<file path="src/rtl/idx_port_pkg.sv">
package idx_port_pkg;
    localparam int IDX_W  = 8;
    localparam int DATA_W = 16;

    localparam logic [IDX_W-1:0] IDX_TXCTL  = 8'h02;
    localparam logic [IDX_W-1:0] IDX_RXPEEK = 8'hF0;
    localparam logic [IDX_W-1:0] IDX_RXPULL = 8'hF2;
    localparam logic [IDX_W-1:0] IDX_TXPUSH = 8'hF8;
    localparam logic [IDX_W-1:0] IDX_STAT   = 8'hFE;
    localparam logic [IDX_W-1:0] IDX_MASK   = 8'hFF;
    localparam logic [IDX_W-1:0] GP_BASE    = 8'h10;
    localparam int GP_N = 8;

    typedef enum logic [2:0] {
        K_NONE, K_GP, K_TXCTL, K_STAT, K_MASK, K_TXPUSH, K_RXPULL, K_RXPEEK
    } target_e;

    typedef struct packed {
        logic              rd;
        logic              wr;
        logic              cmd;
        logic [DATA_W-1:0] data;
    } bus_op_t;

    function automatic target_e classify(input logic [IDX_W-1:0] idx);
        if (idx >= GP_BASE && idx < IDX_W'(GP_BASE + GP_N)) return K_GP;
        case (idx)
            IDX_TXCTL:  return K_TXCTL;
            IDX_STAT:   return K_STAT;
            IDX_MASK:   return K_MASK;
            IDX_TXPUSH: return K_TXPUSH;
            IDX_RXPULL: return K_RXPULL;
            IDX_RXPEEK: return K_RXPEEK;
            default:    return K_NONE;
        endcase
    endfunction
endpackage

</file>
<file path="src/rtl/idx_addr_decode.sv">
module idx_addr_decode #(
    parameter int             AW   = 6,
    parameter logic [AW-1:0]  BASE = 6'b110000
) (
    input  logic          aen_n,
    input  logic [AW-1:0] addr,
    output logic          sel
);
    always_comb sel = !aen_n && (addr == BASE);
endmodule

</file>
<file path="src/rtl/idx_byte_regs.sv">
module idx_byte_regs #(
    parameter int N  = 8,
    parameter int W  = 8,
    localparam int AW = $clog2(N)
) (
    input  logic          clk,
    input  logic          rst,
    input  logic          we,
    input  logic [AW-1:0] addr,
    input  logic [W-1:0]  wdata,
    output logic [W-1:0]  rdata
);
    logic [W-1:0] regs [N];

    for (genvar g = 0; g < N; g++) begin : g_reg
        always_ff @(posedge clk) begin
            if (rst)
                regs[g] <= '0;
            else if (we && addr == AW'(g))
                regs[g] <= wdata;
        end
    end

    always_comb rdata = regs[addr];
endmodule

</file>
<file path="src/rtl/idx_stream_ptr.sv">
module idx_stream_ptr #(
    parameter int BYTES = 64,
    localparam int PW = $clog2(BYTES)
) (
    input  logic          clk,
    input  logic          rst,
    input  logic          step,
    output logic [PW-1:0] ptr
);
    always_ff @(posedge clk) begin
        if (rst)
            ptr <= '0;
        else if (step)
            ptr <= ptr + PW'(2);
    end
endmodule

</file>
<file path="src/rtl/idx_port_slave.sv">
module idx_port_slave
    import idx_port_pkg::*;
#(
    parameter int           TX_BYTES = 64,
    parameter int           RX_BYTES = 64,
    parameter logic [5:0]   BASE     = 6'b110000,
    localparam int TXW = $clog2(TX_BYTES),
    localparam int RXW = $clog2(RX_BYTES),
    localparam int GAW = $clog2(GP_N)
) (
    input  logic              clk,
    input  logic              rst,
    input  logic              bus_aen_n,
    input  logic [5:0]        bus_addr,
    input  logic              bus_cmd,
    input  logic              bus_rd,
    input  logic              bus_wr,
    input  logic [DATA_W-1:0] bus_wdata,
    output logic [DATA_W-1:0] bus_rdata,
    output logic              tx_wr_en,
    output logic [TXW-1:0]    tx_wr_addr,
    output logic [DATA_W-1:0] tx_wr_data,
    output logic [RXW-1:0]    rx_rd_addr,
    input  logic [DATA_W-1:0] rx_rd_data,
    input  logic              rx_pkt,
    input  logic              tx_done,
    output logic              tx_req,
    output logic              irq
);
    logic       sel;
    bus_op_t    op;
    logic [IDX_W-1:0] idx_q;
    target_e    tgt;
    logic       dwr, drd;
    logic [1:0] stat_q, mask_q;
    logic [7:0] gp_rdata;
    logic       gp_we;

    idx_addr_decode #(.AW(6), .BASE(BASE)) u_dec (
        .aen_n(bus_aen_n), .addr(bus_addr), .sel(sel)
    );

    always_comb begin
        op.rd   = sel && bus_rd;
        op.wr   = sel && bus_wr;
        op.cmd  = bus_cmd;
        op.data = bus_wdata;
        tgt     = classify(idx_q);
        dwr     = op.wr && op.cmd;
        drd     = op.rd && op.cmd;
        gp_we   = dwr && (tgt == K_GP);
    end

    always_ff @(posedge clk) begin
        if (rst)
            idx_q <= '0;
        else if (op.wr && !op.cmd)
            idx_q <= op.data[IDX_W-1:0];
    end

    idx_byte_regs #(.N(GP_N), .W(8)) u_regs (
        .clk(clk), .rst(rst), .we(gp_we),
        .addr(GAW'(idx_q - GP_BASE)), .wdata(op.data[7:0]), .rdata(gp_rdata)
    );

    idx_stream_ptr #(.BYTES(TX_BYTES)) u_txp (
        .clk(clk), .rst(rst), .step(dwr && tgt == K_TXPUSH), .ptr(tx_wr_addr)
    );

    idx_stream_ptr #(.BYTES(RX_BYTES)) u_rxp (
        .clk(clk), .rst(rst), .step(drd && tgt == K_RXPULL), .ptr(rx_rd_addr)
    );

    always_comb begin
        tx_wr_en   = dwr && (tgt == K_TXPUSH);
        tx_wr_data = op.data;
    end

    // transmit request: completion wins over a fresh set in the same cycle
    always_ff @(posedge clk) begin
        if (rst)
            tx_req <= 1'b0;
        else if (tx_req && tx_done)
            tx_req <= 1'b0;
        else if (dwr && tgt == K_TXCTL && op.data[0])
            tx_req <= 1'b1;
    end

    logic [1:0] stat_set, stat_clr;
    always_comb begin
        stat_set = {tx_req && tx_done, rx_pkt};
        stat_clr = (dwr && tgt == K_STAT) ? op.data[1:0] : 2'b00;
    end

    always_ff @(posedge clk) begin
        if (rst) begin
            stat_q <= '0;
            mask_q <= '0;
        end else begin
            stat_q <= (stat_q & ~stat_clr) | stat_set;
            if (dwr && tgt == K_MASK)
                mask_q <= op.data[1:0];
        end
    end

    always_comb irq = |(stat_q & mask_q);

    always_comb begin
        bus_rdata = '0;
        if (op.rd) begin
            if (!op.cmd)
                bus_rdata = {8'h00, idx_q};
            else begin
                case (tgt)
                    K_GP:     bus_rdata = {8'h00, gp_rdata};
                    K_TXCTL:  bus_rdata = {15'b0, tx_req};
                    K_STAT:   bus_rdata = {14'b0, stat_q};
                    K_MASK:   bus_rdata = {14'b0, mask_q};
                    K_RXPULL: bus_rdata = rx_rd_data;
                    K_RXPEEK: bus_rdata = {8'h00, rx_rd_data[7:0]};
                    default:  bus_rdata = '0;
                endcase
            end
        end
    end
endmodule

</file>
<file path="config.mk">
export PLATFORM = sky130hd
export DESIGN_NAME = idx_port_slave
export DESIGN_NICKNAME = d
export VERILOG_FILES = /design/src/rtl/idx_port_pkg.sv /design/src/rtl/idx_addr_decode.sv /design/src/rtl/idx_byte_regs.sv /design/src/rtl/idx_stream_ptr.sv /design/src/rtl/idx_port_slave.sv
export SDC_FILE = /design/constraint.sdc
export NUM_CORES = 1
export LEC_CHECK = 0
export ABC_AREA = 0
export CAP_MARGIN = 20
export CORE_MARGIN = 3
export CORE_UTILIZATION = 55
export DETAILED_ROUTE_END_ITERATION = 12
export DONT_BUFFER_PORTS = 1
export PLACE_DENSITY = 0.72
export SLEW_MARGIN = 40
export SYNTH_ARGS = -nofsm -noshare
export SYNTH_HDL_FRONTEND = slang
export SYNTH_SLANG_ARGS = --single-unit
</file>
<file path="constraint.sdc">
create_clock -name clk -period 2.25 [get_ports clk]
set_clock_uncertainty 0.1 [all_clocks]
set_input_delay 0.3375 -clock clk [delete_from_list [all_inputs] [get_ports clk]]
set_output_delay 0.3375 -clock clk [all_outputs]
set_load 0.05 [all_outputs]
</file>
==> results of run 1 <==
==> worst max path at each step <==
stage                            from  slack, ns  cells past startpoint            to
CTS                 u_regs.regs[2][0]      -0.18                      5  bus_rdata[0]
global route                 idx_q[3]      -0.25                      6  bus_rdata[0]
detailed placement           register      -0.02                      7  bus_rdata[1]
floorplan                   bus_aen_n      -0.13                      4  bus_rdata[2]
global placement             idx_q[3]        0.1                      6  bus_rdata[1]
finish              u_regs.regs[2][0]      -0.21                      5  bus_rdata[0]
==> flip-flops by register name, indices dropped and copies added (netlist names), named ones only <==
name,flops
stat_q,2
idx_q,8
u_txp.ptr,5
u_regs.regs,64
u_rxp.ptr,5
tx_req,1
mask_q,2
==> area by class of cell <==
type                    count  area (sq um)  share of cell area
clock buffers               9           124              0.0224
clock inverters             7          68.8              0.0125
flip-flops and latches     90          2470               0.447
inverters                   4          15.0             0.00272
multi-input cells         260          1980               0.359
well taps                 102           128              0.0231
repair buffers             69           736               0.133
==> power by group through the flow <==
stage / clock network [uW] / logic, uW / registers [uW]
after floorplan: 0 / 162 / 1850
after global placement: 0 / 97.6 / 1860
after detailed placement: 0 / 102 / 1860
after CTS: 1080 / 112 / 1820
after global routing: 1150 / 124 / 1820
final: 1070 / 117 / 1810
==> layer usage <==
layer | vias to the layer above | GRT usage
met5 | - | 0
met4 | 0 | 0.0877
met3 | 26 | 0.0610
met2 | 170 | 0.423
met1 | 1633 | 0.309
li1 | 1476 | -
==> logic make-up after synthesis <==
logic type / share of synthesized area
XOR/XNOR: 0.00782
multiplexers: 0.123
AND/OR/NAND/NOR: 0.204
AO/OA/AOI/OAI: 0.0598
buffers and inverters: 0.0537
flip-flops: 0.546
adder cells (fa/ha/maj): 0.00559
other: 0.000838
==> timing repair <==
action | 4_1_cts | 5_1_grt
resized for setup | 41 | 31
gates cloned | 1 | 1
endpoints found under the hold margin | 25 | 0
endpoints found under the setup margin | 16 | 17
setup buffers | 7 | 5
pin swaps | 16 | 21
hold buffers | 1 | 0
==> cells in the mapped netlist (all sizes together), types with 2 or more instances <==
library cell / number / area (sq um)
a21bo: 2 / 20.0
a21oi: 8 / 40.0
a22oi: 7 / 52.6
a31oi: 2 / 12.5
and2: 9 / 56.3
and3: 5 / 31.3
and3b: 2 / 17.5
and4: 2 / 17.5
buf: 31 / 188
clkbuf: 10 / 37.5
dfxtp: 26 / 521
edfxtp: 64 / 1920
ha: 2 / 25.0
inv: 4 / 15.0
mux2: 4 / 45.0
mux2i: 19 / 190
mux4: 14 / 315
nand2: 18 / 75.1
nand2b: 18 / 113
nand3: 5 / 30.0
nand3b: 3 / 22.5
nand4: 5 / 31.3
nor2: 87 / 327
nor2b: 3 / 18.8
nor3: 7 / 77.6
nor3b: 2 / 15.0
nor4: 4 / 40.0
o21ai: 11 / 55.1
or2: 2 / 12.5
xnor2: 4 / 35.0
==> per-stage QoR <==
step                      total power [uW]  utilization  instance area (sq um)  hold slack, ns
final                                 3010        0.707                   5520          0.0155
after global routing                  3090        0.707                   5520        0.000926
after CTS                             3010        0.685                   5350         0.00683
after detailed placement              1960        0.635                   4960           0.314
after global placement                1950        0.635                   4960           0.313
after floorplan                       2010            -                   4490           0.364
==> metrics.cfg, run 1 <==
[logic_synthesis]
ys_ff_latch=90
yosysSeqAreaShare=0.546
async_flop_share=0
synth_edf_count=64
yosys_warnings=0
ys_types=51
syn_area_per_cell_sq_um=11.4
syn_area_sq_um=4480
synth_cells=393
synthFlopType=edfxtp_1

[routing]
detail-route-antenna-nets=0
wl_met1_um=4320
met2WireLength_um=5900
drt_iter0_drc=341
via_per_inst=6.11
highest_layer=met4
drc=0
via_count=3305
routed_wl_um=11600
wl_met3_um=1120
drt_pass1_iterations=4
routedWlPerCell_um=21.4

[grt]
grt_pass1_wl_um=16900
grt_max_degree=23
antenna_found_initial=0
track_usage=0.249
grt_overflow=0
grt_pass1_vias=3163

[critical_path]
crit_path_start_kind=register
critPathMaxStageDelay_ns=0.50
r2r_start=idx_q[3]
reg2reg_depth=7
worstReg2RegEnd=u_regs.regs[2][6]
path_max_fanout=1
reg2reg_setup_slack_ns=-0.02
cpMaxStageDelayCell=mux4_2
critPathBufInv=1
required_ns=1.81
cpLargestDelayFamily=multiplexers
path_cells=mux4_2 > mux2i_2 > o221ai_2 > o21a_1 > buf_12
critical_path_class=register to output pin
end_kind=output pin
arrival_ns=2.02

[power]
max-vdd-ir-drop_mv=0.344
leakagePower_uw=0.00200
pwr_density_cell_nw_per_um2=544
power_switching_uw=735
power.share.clock=0.357
p_int_uw=2270
p_comb_frac=0.039
netSwitchingFraction=0.245
p_seq_frac=0.604

[finish]
syn_to_final_growth_pct=23.4
fin_nets=482
num_antenna_cells=0
most-common-layout-cells=nor2_1, edfxtp_1, buf_4
mostFrequentLayoutCell=nor2_1
drive_gt1_frac=0.371
fill_cells=528
final_cells=541

[die]
num_io_pins=93
rows=32
chipWidth_um=96.2
start_util=0.573
die-area_sq_um=9260
fp.dieH_um=96.2
coreArea_sq_um=7810

[sta]
setup_violations=25
period_needed_ns=2.46
layout_setup_ws_ns=-0.206
final_max_slew_viol_count=0
rsz0062_at_grt=yes
fmax_mhz=407
slew_headroom=0.596
fin_crit_sh=1.09
setup_tns_ns=-1.69
worstMarginPinSlew_ns=0.605
hold_viol=0

[clock_network]
clock_latency_ns=0.36
path_clk_slew_ns=0.10
cts_sinks=90
htreeDepth=3
cts_tree=built
numCtsBuffers=9
clk_path_buf_depth=2
cts-root-buf=clkbuf_8

[place]
pre_cts_slack_ns=-0.0246
place_congestion=0.890
placed_cells=510
portBuffers=0
dp.final_hpwl_um=7870

[outcome]
status=complete, but fails checks
violations=negative setup slack

[hold_path]
hold_path_startpoint=rx_pkt
min_path_cells=2
hp-class=primary input to register
holdPathEnd=stat_q[0]

[job]
drv_cap=0

(Power assumes the default switching activity.)
==> run 2: changes to the inputs <==
--- a/config.mk
+++ b/config.mk
@@ -11,7 +11,8 @@
 export CORE_UTILIZATION = 55
 export DETAILED_ROUTE_END_ITERATION = 12
 export DONT_BUFFER_PORTS = 1
-export PLACE_DENSITY = 0.72
+export PLACE_DENSITY = 0.69
+export SKIP_LAST_GASP = 1
 export SLEW_MARGIN = 40
 export SYNTH_ARGS = -nofsm -noshare
 export SYNTH_HDL_FRONTEND = slang
==> constraint.sdc (replaced) <==
create_clock -name clk -period 3 [get_ports clk]
set_clock_uncertainty 0.1 [all_clocks]
set_input_delay 0.45 -clock clk [delete_from_list [all_inputs] [get_ports clk]]
set_output_delay 0.45 -clock clk [all_outputs]
set_load 0.05 [all_outputs]
==> metrics.cfg, run 2 (synthesis gave the netlist of run 1 again) <==
[outcome]
status=complete, no violations

[critical_path]
cpMaxStageDelayCell=and2_1
end_kind=output pin
cpLargestDelayFamily=simple AND/OR/NAND/NOR gates
path_cells=nor3_2 > nand2_1 > nor3_4 > and2_1
critPathMaxStageDelay_ns=0.51
path_max_fanout=14
arrival_ns=2.29
required_ns=2.45
critPathBufInv=0
critical_path_class=register to output pin
crit_path_start_kind=register

[finish]
final_cells=491
largest_reg_flops=64
fin_nets=432
largest-register=u_regs.regs
syn_to_final_growth_pct=6.06
mostFrequentLayoutCell=nor2_1
drive_gt1_frac=0.180
largestRegisters=u_regs.regs (64), idx_q (8)
final_core_util=0.608
most-common-layout-cells=nor2_1, edfxtp_1, dfxtp_1
num_antenna_cells=0

[power]
netSwitchingFraction=0.203
leakagePower_uw=0.00168
power.share.clock=0.379
pwr_density_cell_nw_per_um2=487
p_int_uw=1850
max-vdd-ir-drop_mv=0.307
p_comb_frac=0.032
p_seq_frac=0.589
total_power_uw=2310
power_switching_uw=469

[routing]
detail-route-antenna-nets=0
drc=0
via_count=2986
drt_iter0_drc=358
via_per_inst=6.08
drt_pass1_iterations=5
routedWlPerCell_um=20.6
routed_wl_um=10100

[sta]
fin_crit_sh=0.947
slew_headroom=0.579
setup_violations=0
hold_ws_ns=0.0539
final_max_slew_viol_count=0
period_needed_ns=2.84
fmax_mhz=352
rsz0062_at_grt=yes
worstMarginPinSlew_ns=0.629
hold_viol=0

[hold_path]
hp-class=primary input to register

[place]
place_congestion=0.819
portBuffers=0
dp.final_hpwl_um=7220
placed_cells=475

[grt]
grt_pass1_vias=2845
grt_overflow=0
antenna_found_initial=0
grt_max_degree=40
track_usage=0.233
grt_pass1_wl_um=15400

[clock_network]
ctsHoldBuffers=0
cts-root-buf=clkbuf_8
cts_tree=built
numCtsBuffers=9
htreeDepth=3
clk_path_buf_depth=2
path_clk_slew_ns=0.08
cts_sinks=90
clock_latency_ns=0.35

[die]
fp.dieH_um=96.2
start_util=0.573
die-area_sq_um=9260
coreArea_sq_um=7810
rows=32
chipWidth_um=96.2
num_io_pins=93

[job]
drv_cap=0

[run 2: final timing paths]
path	from	to	slack [ns]	cells past startpoint
worst max-delay path	idx_q[2]	bus_rdata[11]	0.16	4
worst min-delay path	rst	u_txp.ptr[1]	0.05	1
worst max register to register	idx_q[3]	u_regs.regs[3][7]	0.49	5
worst min register to register	stat_q[0]	stat_q[0]	0.40	2
[run 2: power by group through the flow]
stage / clock network, uW / logic [uW] / registers, uW
after CTS: 894 / 73.0 / 1360
after floorplan: 0 / 121 / 1390
after global placement: 0 / 71.9 / 1390
after global routing: 942 / 77.9 / 1370
after detailed placement: 0 / 72.9 / 1390
final: 878 / 73.0 / 1360
[run 2: timing repair]
action / in CTS / in global routing
endpoints found under the setup margin: 0 / 3
setup buffers: 0 / 0
resized for setup: 0 / 3
[run 2: metal layers]
layer	vias to the layer above	share of wire	wire [um]	GRT usage
li1	1372	-	-	-
met3	10	0.072	725	0.0477
met1	1471	0.42	4290	0.319
met4	0	0.012	125	0.0829
met2	133	0.49	5000	0.369
met5	-	0	0	0
[run 2: final cells by class]
type	instances	area, sq um
Clock inverter	5	78.8
Fill cell	642	3060
Tap cell	102	128
Inverter	4	15.0
Sequential cell	90	2440
Timing Repair Buffer	20	150
Clock buffer	11	131
Multi-Input combinational cell	259	1800
[run 2: metrics by stage]
step	setup WS [ns]	cell area, sq um	setup TNS (ns)
2_1_floorplan	0.0295	4480	0
3_3_place_gp	0.457	4530	0
3_5_place_dp	0.386	4530	0
4_1_cts	0.144	4740	0
5_1_grt	-0.0222	4750	-0.0991
6_report	0.160	4750	0
